===== src/rtl/tmr_chan_pkg.sv =====
package tmr_chan_pkg;

  typedef enum logic [2:0] {
    MD_TERM     = 3'd0,
    MD_ONESHOT  = 3'd1,
    MD_RATE     = 3'd2,
    MD_SQUARE   = 3'd3,
    MD_SWSTROBE = 3'd4,
    MD_HWSTROBE = 3'd5
  } mode_e;

  // codes 6 and 7 alias the periodic modes
  function automatic mode_e fold_mode(input logic [2:0] code);
    logic [2:0] m;
    m = (code > 3'd5) ? (code - 3'd4) : code;
    return mode_e'(m);
  endfunction

  function automatic logic gate_retriggers(input mode_e m);
    return (m == MD_ONESHOT) || (m == MD_RATE) || (m == MD_SQUARE) ||
           (m == MD_HWSTROBE);
  endfunction

  function automatic logic gate_ignored(input mode_e m);
    return (m == MD_ONESHOT) || (m == MD_HWSTROBE);
  endfunction

endpackage


===== src/rtl/tmr_gate_edge.sv =====
module tmr_gate_edge #(
  parameter logic GATE_INIT = 1'b1
) (
  input  logic clk,
  input  logic rst_n,
  input  logic gate_i,
  output logic rise_o
);

  logic gate_q;

  always_ff @(posedge clk or negedge rst_n) begin
    if (!rst_n) begin
      gate_q <= GATE_INIT;
    end else begin
      gate_q <= gate_i;
    end
  end

  assign rise_o = gate_i & ~gate_q;

endmodule


===== src/rtl/tmr_load_ctl.sv =====
module tmr_load_ctl
  import tmr_chan_pkg::*;
#(
  parameter int CW = 16,
  localparam int EW = CW + 1
) (
  input  logic          clk,
  input  logic          rst_n,
  input  logic          load_i,
  input  logic [2:0]    mode_code_i,
  input  logic [CW-1:0] val_i,
  output logic          armed_o,
  output mode_e         mode_o,
  output logic [EW-1:0] reload_o,
  output mode_e         mode_eff_o,
  output logic [EW-1:0] reload_eff_o
);

  localparam logic [EW-1:0] FULL_RANGE = {1'b1, {CW{1'b0}}};

  logic          armed_q, armed_n;
  mode_e         mode_q, mode_n;
  logic [EW-1:0] reload_q, reload_n;
  logic [EW-1:0] val_ext;

  assign val_ext = (val_i == '0) ? FULL_RANGE : {1'b0, val_i};

  always_comb begin
    armed_n  = armed_q;
    mode_n   = mode_q;
    reload_n = reload_q;
    if (load_i) begin
      armed_n  = 1'b1;
      mode_n   = fold_mode(mode_code_i);
      reload_n = val_ext;
    end
  end

  always_ff @(posedge clk or negedge rst_n) begin
    if (!rst_n) begin
      armed_q  <= 1'b0;
      mode_q   <= MD_TERM;
      reload_q <= FULL_RANGE;
    end else begin
      armed_q  <= armed_n;
      mode_q   <= mode_n;
      reload_q <= reload_n;
    end
  end

  assign armed_o      = armed_q;
  assign mode_o       = mode_q;
  assign reload_o     = reload_q;
  assign mode_eff_o   = load_i ? fold_mode(mode_code_i) : mode_q;
  assign reload_eff_o = load_i ? val_ext : reload_q;

endmodule


===== src/rtl/tmr_count_core.sv =====
module tmr_count_core
  import tmr_chan_pkg::*;
#(
  parameter int CW = 16,
  localparam int EW = CW + 1
) (
  input  logic          clk,
  input  logic          rst_n,
  input  logic          load_i,
  input  logic          restart_i,
  input  logic          step_i,
  input  mode_e         mode_i,
  input  logic [EW-1:0] reload_i,
  output logic [EW-1:0] cnt_o,
  output logic          hit_o,
  output logic          hi_phase_o
);

  localparam logic [EW-1:0] ONE = EW'(1);
  localparam logic [EW-1:0] TWO = EW'(2);

  logic [EW-1:0] cnt_q, cnt_n;
  logic          phase_q, phase_n;
  logic [EW-1:0] sq_hi, sq_lo;
  logic          restart_any;

  // high half rounds up, low half rounds down; both stay even
  assign sq_hi = reload_i + EW'(reload_i[0]);
  assign sq_lo = reload_i - EW'(reload_i[0]);
  assign restart_any = load_i | restart_i;

  always_comb begin
    cnt_n   = cnt_q;
    phase_n = phase_q;
    if (restart_any) begin
      cnt_n   = (mode_i == MD_SQUARE) ? sq_hi : reload_i;
      phase_n = 1'b1;
    end else if (step_i) begin
      case (mode_i)
        MD_SQUARE: begin
          if (cnt_q <= TWO) begin
            phase_n = ~phase_q;
            cnt_n   = phase_q ? sq_lo : sq_hi;
          end else begin
            cnt_n = cnt_q - TWO;
          end
        end
        MD_RATE: begin
          cnt_n = (cnt_q == ONE) ? reload_i : (cnt_q - ONE);
        end
        default: begin
          cnt_n = cnt_q - ONE;
        end
      endcase
    end
  end

  always_ff @(posedge clk or negedge rst_n) begin
    if (!rst_n) begin
      cnt_q   <= {1'b1, {CW{1'b0}}};
      phase_q <= 1'b1;
    end else begin
      cnt_q   <= cnt_n;
      phase_q <= phase_n;
    end
  end

  assign cnt_o      = cnt_q;
  assign hi_phase_o = phase_q;
  assign hit_o      = step_i & ~restart_any & (cnt_q == ONE);

endmodule


===== src/rtl/tmr_out_gen.sv =====
module tmr_out_gen
  import tmr_chan_pkg::*;
(
  input  logic  clk,
  input  logic  rst_n,
  input  logic  restart_i,
  input  logic  step_i,
  input  logic  hit_i,
  input  mode_e mode_i,
  input  logic  armed_i,
  input  logic  hi_phase_i,
  output logic  out_o
);

  logic flag_q, flag_n;
  logic fired_q, fired_n;

  always_comb begin
    flag_n  = flag_q;
    fired_n = fired_q;
    if (restart_i) begin
      flag_n  = 1'b0;
      fired_n = 1'b0;
    end else if (step_i) begin
      case (mode_i)
        MD_TERM, MD_ONESHOT: flag_n = flag_q | hit_i;
        MD_RATE:             flag_n = hit_i;
        MD_SWSTROBE, MD_HWSTROBE: begin
          flag_n  = hit_i & ~fired_q;
          fired_n = fired_q | hit_i;
        end
        default: flag_n = flag_q;
      endcase
    end
  end

  always_ff @(posedge clk or negedge rst_n) begin
    if (!rst_n) begin
      flag_q  <= 1'b0;
      fired_q <= 1'b0;
    end else begin
      flag_q  <= flag_n;
      fired_q <= fired_n;
    end
  end

  assign out_o = armed_i & ((mode_i == MD_SQUARE) ? hi_phase_i : flag_q);

endmodule


===== src/rtl/timer_channel.sv =====
module timer_channel
  import tmr_chan_pkg::*;
#(
  parameter int   CW        = 16,
  parameter logic GATE_INIT = 1'b1,
  localparam int  EW        = CW + 1
) (
  input  logic          clk,
  input  logic          rst_n,
  input  logic          cnt_en,
  input  logic [2:0]    mode_sel,
  input  logic [CW-1:0] load_val,
  input  logic          load_stb,
  input  logic          gate,
  output logic          out,
  output logic [CW-1:0] count
);

  logic          armed_q;
  mode_e         mode_q, mode_eff;
  logic [EW-1:0] reload_q, reload_eff;
  logic [EW-1:0] cnt_q;
  logic          gate_rise, restart, step, hit, hi_phase;

  tmr_gate_edge #(.GATE_INIT(GATE_INIT)) u_gate (
    .clk    (clk),
    .rst_n  (rst_n),
    .gate_i (gate),
    .rise_o (gate_rise)
  );

  tmr_load_ctl #(.CW(CW)) u_load (
    .clk          (clk),
    .rst_n        (rst_n),
    .load_i       (load_stb),
    .mode_code_i  (mode_sel),
    .val_i        (load_val),
    .armed_o      (armed_q),
    .mode_o       (mode_q),
    .reload_o     (reload_q),
    .mode_eff_o   (mode_eff),
    .reload_eff_o (reload_eff)
  );

  // load outranks a trigger, a trigger outranks a step
  assign restart = armed_q & ~load_stb & gate_rise & gate_retriggers(mode_q);
  assign step    = armed_q & ~load_stb & ~restart & cnt_en &
                   (gate | gate_ignored(mode_q));

  tmr_count_core #(.CW(CW)) u_core (
    .clk        (clk),
    .rst_n      (rst_n),
    .load_i     (load_stb),
    .restart_i  (restart),
    .step_i     (step),
    .mode_i     (mode_eff),
    .reload_i   (reload_eff),
    .cnt_o      (cnt_q),
    .hit_o      (hit),
    .hi_phase_o (hi_phase)
  );

  tmr_out_gen u_out (
    .clk        (clk),
    .rst_n      (rst_n),
    .restart_i  (restart | load_stb),
    .step_i     (step),
    .hit_i      (hit),
    .mode_i     (mode_q),
    .armed_i    (armed_q),
    .hi_phase_i (hi_phase),
    .out_o      (out)
  );

  assign count = armed_q ? cnt_q[CW-1:0] : '0;

endmodule


===== config.mk =====
export PLATFORM = sky130hd
export DESIGN_NAME = timer_channel
export DESIGN_NICKNAME = d
export VERILOG_FILES = /design/src/rtl/tmr_chan_pkg.sv /design/src/rtl/tmr_gate_edge.sv /design/src/rtl/tmr_load_ctl.sv /design/src/rtl/tmr_count_core.sv /design/src/rtl/tmr_out_gen.sv /design/src/rtl/timer_channel.sv
export SDC_FILE = /design/constraint.sdc
export NUM_CORES = 1
export LEC_CHECK = 0
export ABC_AREA = 1
export BUFFER_PORTS_ARGS = -buffer_cell sky130_fd_sc_hd__buf_2
export CORE_MARGIN = 3
export CORE_UTILIZATION = 30
export CTS_BUF_LIST = sky130_fd_sc_hd__clkbuf_8
export DETAILED_ROUTE_END_ITERATION = 16
export GPL_TIMING_DRIVEN = 0
export HOLD_SLACK_MARGIN = 0.15
export SYNTH_ARGS = -nofsm -noshare
export SYNTH_HDL_FRONTEND = slang
export SYNTH_SLANG_ARGS = --single-unit

===== constraint.sdc =====
create_clock -name clk -period 1.73 [get_ports clk]
set_input_delay 0.0865 -clock clk [delete_from_list [all_inputs] [get_ports clk]]
set_output_delay 0.0865 -clock clk [all_outputs]
set_load 0.01 [all_outputs]

==> results of run 1 <==
[layout by cell type (no fill, tap or decap), types with 3 or more instances in the layout]
master / count
inv_1: 59
a21oi_2: 12
nand2_2: 27
a22oi_2: 3
o21ai_2: 5
nand2_4: 13
xnor2_1: 5
dlygate4sd3_1: 16
buf_6: 9
o21ai_1: 12
o221ai_1: 3
o21ai_0: 14
nor2_1: 58
nand4_1: 7
nor2_4: 19
nand3_1: 29
clkbuf_8: 6
inv_4: 7
o21ai_4: 4
o211ai_1: 14
xor2_1: 29
ha_1: 4
buf_4: 46
nand2_1: 182
a21oi_1: 18
dfstp_2: 4
inv_2: 16
dfrtp_2: 11
dfrtp_1: 27
nor2_2: 14
buf_2: 40
[report_power, final]
group	leakage, uW	switching, uW	total [uW]	internal (uW)
clock network	0.0000626	372	837	465
registers	0.000491	202	1340	1130
logic	0.00213	1460	2440	974
total	0.00269	2040	4610	2570
[registers in the layout (all words and copies together), names as in the netlist]
name / cells
u_core.cnt_o: 17
u_core.hi_phase_o: 1
u_gate.gate_q: 1
u_load.armed_o: 1
u_load.mode_o: 3
u_load.reload_o: 17
u_out.fired_q: 1
u_out.flag_q: 1
[per-layer routing]
layer	vias to the layer above	routed length, um	GRT usage (%)	share of wire [%]
met5	-	0	0	0
met4	0	548	8.12	3.8
met3	43	822	3.13	5.6
met2	159	6700	30.5	46
met1	2170	6540	25.0	45
li1	2270	-	-	-
[final cells by class]
| type | count | area [sq um] |
|---|---|---|
| Sequential cell | 42 | 1070 |
| Timing Repair Buffer | 102 | 736 |
| Multi-Input combinational cell | 501 | 3010 |
| Fill cell | 1478 | 7810 |
| Inverter | 85 | 352 |
| Clock buffer | 6 | 82.6 |
| Tap cell | 176 | 220 |
| Buffer | 14 | 134 |
| Clock inverter | 2 | 33.8 |
[worst paths after layout]
check	endpoint	cells after the start
worst max-delay path	u_core.cnt_o[7]	11
worst min-delay path	u_load.reload_o[2]	3
worst max register to register	u_core.cnt_o[7]	11
worst min register to register	u_out.fired_q	2
max in group asynchronous	u_core.cnt_o[11]	2
min in group asynchronous	u_load.mode_o[2]	2
[logic make-up after synthesis]
logic type	synth area share [%]
AO/OA/AOI/OAI	14.9
XOR/XNOR	7.51
adder cells (fa/ha/maj)	1.79
buffers and inverters	11.1
flip-flops	25.2
AND/OR/NAND/NOR	39.5
[what timing repair did]
action | in CTS | in global routing
hold buffers | 16 | 0
resized for setup | 88 | 28
buffers inserted | 38 | 9
pin swaps | 35 | 23
endpoints found under the hold margin | 53 | 0
gates cloned | 0 | 0
endpoints found under the setup margin | 21 | 21
[Yosys cell counts, types with 5 or more instances]
master    count  area share, %
a21oi_1      27            3.2
buf_2         6           0.72
clkbuf_1      9           0.80
dfrtp_1      38             23
ha_1          6            1.8
inv_1        63            5.6
inv_2        16            1.4
nand2_1     196             18
nand2_2      17            2.5
nand2_4       9            2.4
nand3_1      30            3.6
nand4_1       7            1.0
nor2_1       75            6.7
nor2_2        7            1.0
nor2_4        9            2.4
o211ai_1     14            2.5
o21ai_0      21            2.5
o21ai_1       9            1.1
xnor2_1       5            1.0
xor2_1       31            6.5
[per-stage QoR]
stage	instances	setup WS, ns	setup TNS (ns)	cell area, sq um
2_1_floorplan	651	-0.0168	-0.0303	4250
3_3_place_gp	866	-0.474	-6.59	4670
3_5_place_dp	866	-0.470	-6.70	4670
4_1_cts	920	-0.192	-2.69	5460
5_1_grt	928	-0.410	-5.99	5640
6_report	928	-0.253	-3.55	5640
[critical path, stage by stage (launching register included)]
cell and delay (ns):
dfrtp_1 0.43, inv_4 0.12, ha_4 0.18, nand2_4 0.06, nor2_4 0.15, nand4_1 0.19, o21ai_2 0.23, buf_4 0.16
o2111ai_4 0.08, o21ai_1 0.17, nand2_1 0.08, nand2_2 0.07
==> metrics.md, run 1 <==
| Metric | Value |
|---|---|
| First-pass GRT wire length | 23900 um |
| Sequential area share after synthesis | 25.2% |
| HPWL Detailed | 10400 um |
| CTS Buffer Depth | 2 |
| N_diodes | 0 |
| Distinct cells, synth | 48 |
| Min cycle time layout | 1.98 ns |
| Max-slew violations | 0 |
| Num CTS Buffers | 5 |
| Synthesized cell area | 4200 sq um |
| I/O Buffers | 39 |
| Post-DR vias/cell | 5.00 |
| CP max FO | 6 |
| Period utilisation layout | 115% |
| Final Hold Vio Count | 0 |
| Worst setup startpoint | u_core.cnt_o[1] |
| Top_reg_cell synth | dfrtp_1 |
| FP Rows | 42 |
| Post-route ant nets | 0 |
| Hold Path Class | in2reg |
| Hold path start | load_val[2] |
| Average size of a mapped cell | 6.45 sq um |
| Total design power | 4610 uW |
| Async S/R FF share, synth | 100% |
| R2R Path Start | u_core.cnt_o[1] |
| RSZ-0062 raised after global routing | true |
| Worst slew margin | 34.2% |
| 1st-iter DRT viols | 323 |
| WHS | 0.159 ns |
| Pwr Density | 817 nW/um^2 |
| CTS tree | yes |
| Die Y-Extent | 124 um |
| Status | complete, but fails checks |
| Root Buffer | clkbuf_8 |
| Fmax | 504 MHz |
| Setup violators final | 18 |
| Final net count | 781 |
| Core area | 13500 sq um |
| Worst Max-Slew Pin Slew | 0.987 ns |
| Syn_nets | 681 |
| GRT Util Overall | 18.9% |
| Category of the worst setup path launch point | flop |
| Failing checks | negative setup slack |
| GPL Wtd Cong | 0.935 |
| GRT overflow | 0 |
| Fraction of layout cells with a size suffix above 1 | 34.6% |
| Max cap viols | 0 |
| Total wire length | 14600 um |
| CTS sink cnt | 42 |
| Yosys reg bits | 42 |
| Yosys warning total | 0 |
| DIE AREA | 15400 sq um |
| IO Pins | 41 |
| DR pass1 iterations | 5 |
| Die width | 124 um |
| Vias in the first global route | 4571 |
| Post-route clock skew | 0.00811 ns |
| Maximum vdd drop | 285 uV |
| Final setup margin | -0.253 ns |
| Synth Instances | 651 |
| Via Count | 4642 |
| CP endpoint kind | flop |
| Critical path data arrival time | 2.24 ns |
| Largest net degree at the start of global routing | 43 |
| EDFF count, synth | 0 |
| H-Tree Depth | 2 |
| Leakage power | 0.00269 uW |
| DRC viols | 0 |
| Clock transition at path regs | 0.09 ns |
| Crit path kind | reg2reg |
| Final design utilization | 41.9% |
| Wire length per cell | 15.7 um |
| Initial antenna violation count | 0 |
| R2R Setup Slk | -0.25 ns |
| WP data required | 1.98 ns |
| Synth-to-layout area growth | 34.3% |
| Clock Latency Late Sink | 0.31 ns |
| Initial core utilization | 31.2% |
Power figures use the tool's default switching activity.
==> run 2, diff against run 1 <==
GPL_ROUTABILITY_DRIVEN = 0   (was default)
SYNTH_HIERARCHICAL = 1   (was default)
==> metrics.md, run 2 <==
| Metric | Value |
|---|---|
| R2R Setup Slk | -0.09 ns (+0.16 ns) |
| Initial core utilization | 31.3% (+0.10 points) |
| Sequential area share after synthesis | 25.0% (-0.18 points) |
| Post-DR vias/cell | 5.15 (+2.9%) |
| WHS | 0.181 ns (+0.0222 ns) |
| Worst slack, placed | -0.638 ns (-0.168 ns) |
| RR Endpoint | u_core/cnt_o[13] |
| Worst Reg2Reg Path Length in Cells | 10 (-1) |
| CTS Buffer Depth | 2 (unchanged) |
| Via Count | 5257 (+13%) |
| Category of the worst setup path launch point | flop |
| Distinct cells, synth | 39 (-19%) |
| Most frequent cells in the layout | 267 x nand2_1, 66 x inv_1, 63 x buf_4 |
| Final net count | 874 (+12%) |
| Pwr Density | 739 nW/um^2 (-9.6%) |
| Most frequent cells after synthesis | 283 x nand2_1, 78 x inv_1, 70 x nor2_1, 59 x nand3_1, 38 x dfrtp_1 |
| Top_reg_cell synth | dfrtp_1 |
| Max cap viols | 0 (unchanged) |
| Most frequent cell after synthesis | nand2_1 |
| WP data required | 1.93 ns (-0.05 ns) |
| Period utilisation layout | 105% (-9.4 points) |
| Critical path data arrival time | 2.02 ns (-0.22 ns) |
| DR pass1 iterations | 5 (unchanged) |
| Yosys reg bits | 42 (unchanged) |
| Clock transition at path regs | 0.09 ns (about the same) |
| Fmax | 549 MHz (+8.9%) |
| Max-slew violations | 0 (unchanged) |
| Setup tns final | -0.681 ns (+2.87 ns) |
| Final Hold Vio Count | 0 (unchanged) |
| FP Rows | 42 (unchanged) |
| Core area | 13500 sq um (+0.39%) |
| Clock Latency Late Sink | 0.31 ns (about the same) |
| Die width | 125 um (+0.34%) |
| Leakage power | 0.00305 uW (+14%) |
| Vias in the first global route | 4949 (+8.3%) |
| CP endpoint kind | flop |
| GRT overflow | 0 (unchanged) |
| I/O Buffers | 40 (+2.6%) |
| RSZ-0062 raised after global routing | true |
| CTS sink cnt | 42 (unchanged) |
| H-Tree Depth | 2 (unchanged) |
| First-pass GRT wire length | 25300 um (+6.0%) |
| Initial antenna violation count | 0 (unchanged) |
| R2R Path Start | u_core/cnt_o[16] |
| Num CTS Buffers | 5 (unchanged) |
| Die Y-Extent | 125 um (+0.34%) |
| Syn_nets | 747 (+9.7%) |
| Maximum vdd drop | 294 uV (+3.2%) |
| Worst Max-Slew Pin Slew | 1.02 ns (+0.0353 ns) |
| DIE AREA | 15600 sq um (+0.68%) |
| Min cycle time layout | 1.82 ns (-0.163 ns) |
| Leading area contributor after synthesis | nand2_1 |
| GRT Util Overall | 20.0% (+1.0 points) |
| Final setup margin | -0.0902 ns (+0.163 ns) |
| Synth top area cells | nand2_1 25%, dfrtp_1 22%, nand3_1 7.0%, inv_1 6.9%, nor2_1 6.2% |
| Post-route ant nets | 0 (unchanged) |
| Post-route clock skew | 0.0135 ns (+0.00535 ns) |
| Most common cell after layout, fill and taps aside | nand2_1 |
| Setup violators final | 16 (-2) |
| Yosys warning total | 6 (+6) |
| Hold path start | load_val[9] |
| Synth Instances | 717 (+10%) |
| Average size of a mapped cell | 5.90 sq um (-8.6%) |
| Async S/R FF share, synth | 100% (unchanged) |
| Crit path kind | reg2reg |
| N_diodes | 0 (unchanged) |
| Largest net degree at the start of global routing | 43 (unchanged) |
| Fraction of layout cells with a size suffix above 1 | 33.1% (-1.4 points) |
| 1st-iter DRT viols | 495 (+53%) |
| IO Pins | 41 (unchanged) |
| Hold Crit Endpoint | u_load/reload_o[9] |
| CTS tree | yes |
| Worst slew margin | 31.8% (-2.4 points) |
| Hold Crit Depth | 3 (unchanged) |
| Failing checks | negative setup slack |
| EDFF count, synth | 0 (unchanged) |
| DRC viols | 0 (unchanged) |
| Synthesized cell area | 4230 sq um (+0.72%) |
| Wire length per cell | 15.8 um (+0.43%) |
| Synth-to-layout area growth | 42.9% |
| CP max FO | 5 (-1) |
| Synth top area share | 25.1% (+2.5 points) |
| Status | complete, but fails checks |
| Total wire length | 16100 um (+10%) |
| HPWL Detailed | 10800 um (+4.1%) |
| Hold Path Class | in2reg |
| Root Buffer | clkbuf_8 |
[run 2: cell types whose count changed after synthesis, moves of 8 or more]
| cell | delta |
|---|---|
| nand2_1 | +87 |
| nand3_1 | +29 |
| inv_1 | +15 |
| xor2_1 | -15 |
| o211ai_1 | -14 |
| inv_2 | -11 |
| a22oi_1 | +10 |
| nand2_2 | -9 |
| o21ai_0 | +8 |
[run 2: worst max path at each step]
stage | endpoint | start | slack [ns]
after floorplan | u_core/cnt_o[15] | u_load/mode_o[1] | -0.001
after CTS | u_core/cnt_o[16] | u_core/cnt_o[2] | -0.05
final | u_core/cnt_o[13] | u_core/cnt_o[16] | -0.09
after detailed placement | u_core/cnt_o[15] | u_load/mode_o[1] | -0.64
after global routing | u_core/cnt_o[7] | u_core/cnt_o[6] | -0.17
after global placement | u_core/cnt_o[15] | u_load/mode_o[1] | -0.64
[run 2: logic make-up after synthesis]
kind of cell	Yosys count	synth area share, %
XOR/XNOR	21	4.35
AO/OA/AOI/OAI	92	12.6
AND/OR/NAND/NOR	449	45.3
buffers and inverters	107	11.0
adder cells (fa/ha/maj)	6	1.78
flip-flops	42	25.0
[run 2: repair_timing]
action	in CTS	in global routing
hold endpoints to repair	50	0
pin swaps	27	24
hold buffers	14	0
cloned	3	0
setup buffers	50	15
resized for setup	119	61
setup endpoints to repair	20	20
[run 2: stage by stage]
stage	utilization [%]	cells	area, sq um	total power [uW]
after floorplan	-	717	4240	2400
after global placement	34.5	933	4660	2900
after detailed placement	34.5	933	4660	2910
after CTS	42.6	1007	5760	4230
after global routing	44.7	1021	6040	4750
final	44.7	1021	6040	4470
[run 2: metal layers]
metal | up-vias | wire length (um) | GRT usage (%)
met5 | - | 0 | 0
met4 | 0 | 575 | 7.54
met3 | 50 | 1140 | 2.92
met2 | 230 | 7760 | 34.0
met1 | 2477 | 6670 | 25.5
li1 | 2500 | - | -
[run 2: where the power goes]
part	total [uW]	switching, uW	internal, uW
Sequential	1310	192	1120
Clock	799	373	426
Combinational	2360	1390	965
[run 2: final cells by class]
cell class                      instances  area (sq um)
Tap cell                              176           220
Sequential cell                        42          1080
Inverter                               85           350
Fill cell                            1354          7460
Multi-Input combinational cell        568          3170
Buffer                                 21           188
Clock buffer                            5          68.8
Timing Repair Buffer                  121           928
Clock inverter                          3          40.0
[run 2: critical path, cell delays in order, from the launching register on]
cell and delay (ns):
dfstp_2 0.57, clkinvlp_4 0.17, nand3_4 0.13, nor2_4 0.05
nand2_4 0.08, bufbuf_16 0.27, inv_4 0.04, o21ai_0 0.21
nand2_1 0.09, nand2_1 0.06, nand2_1 0.05
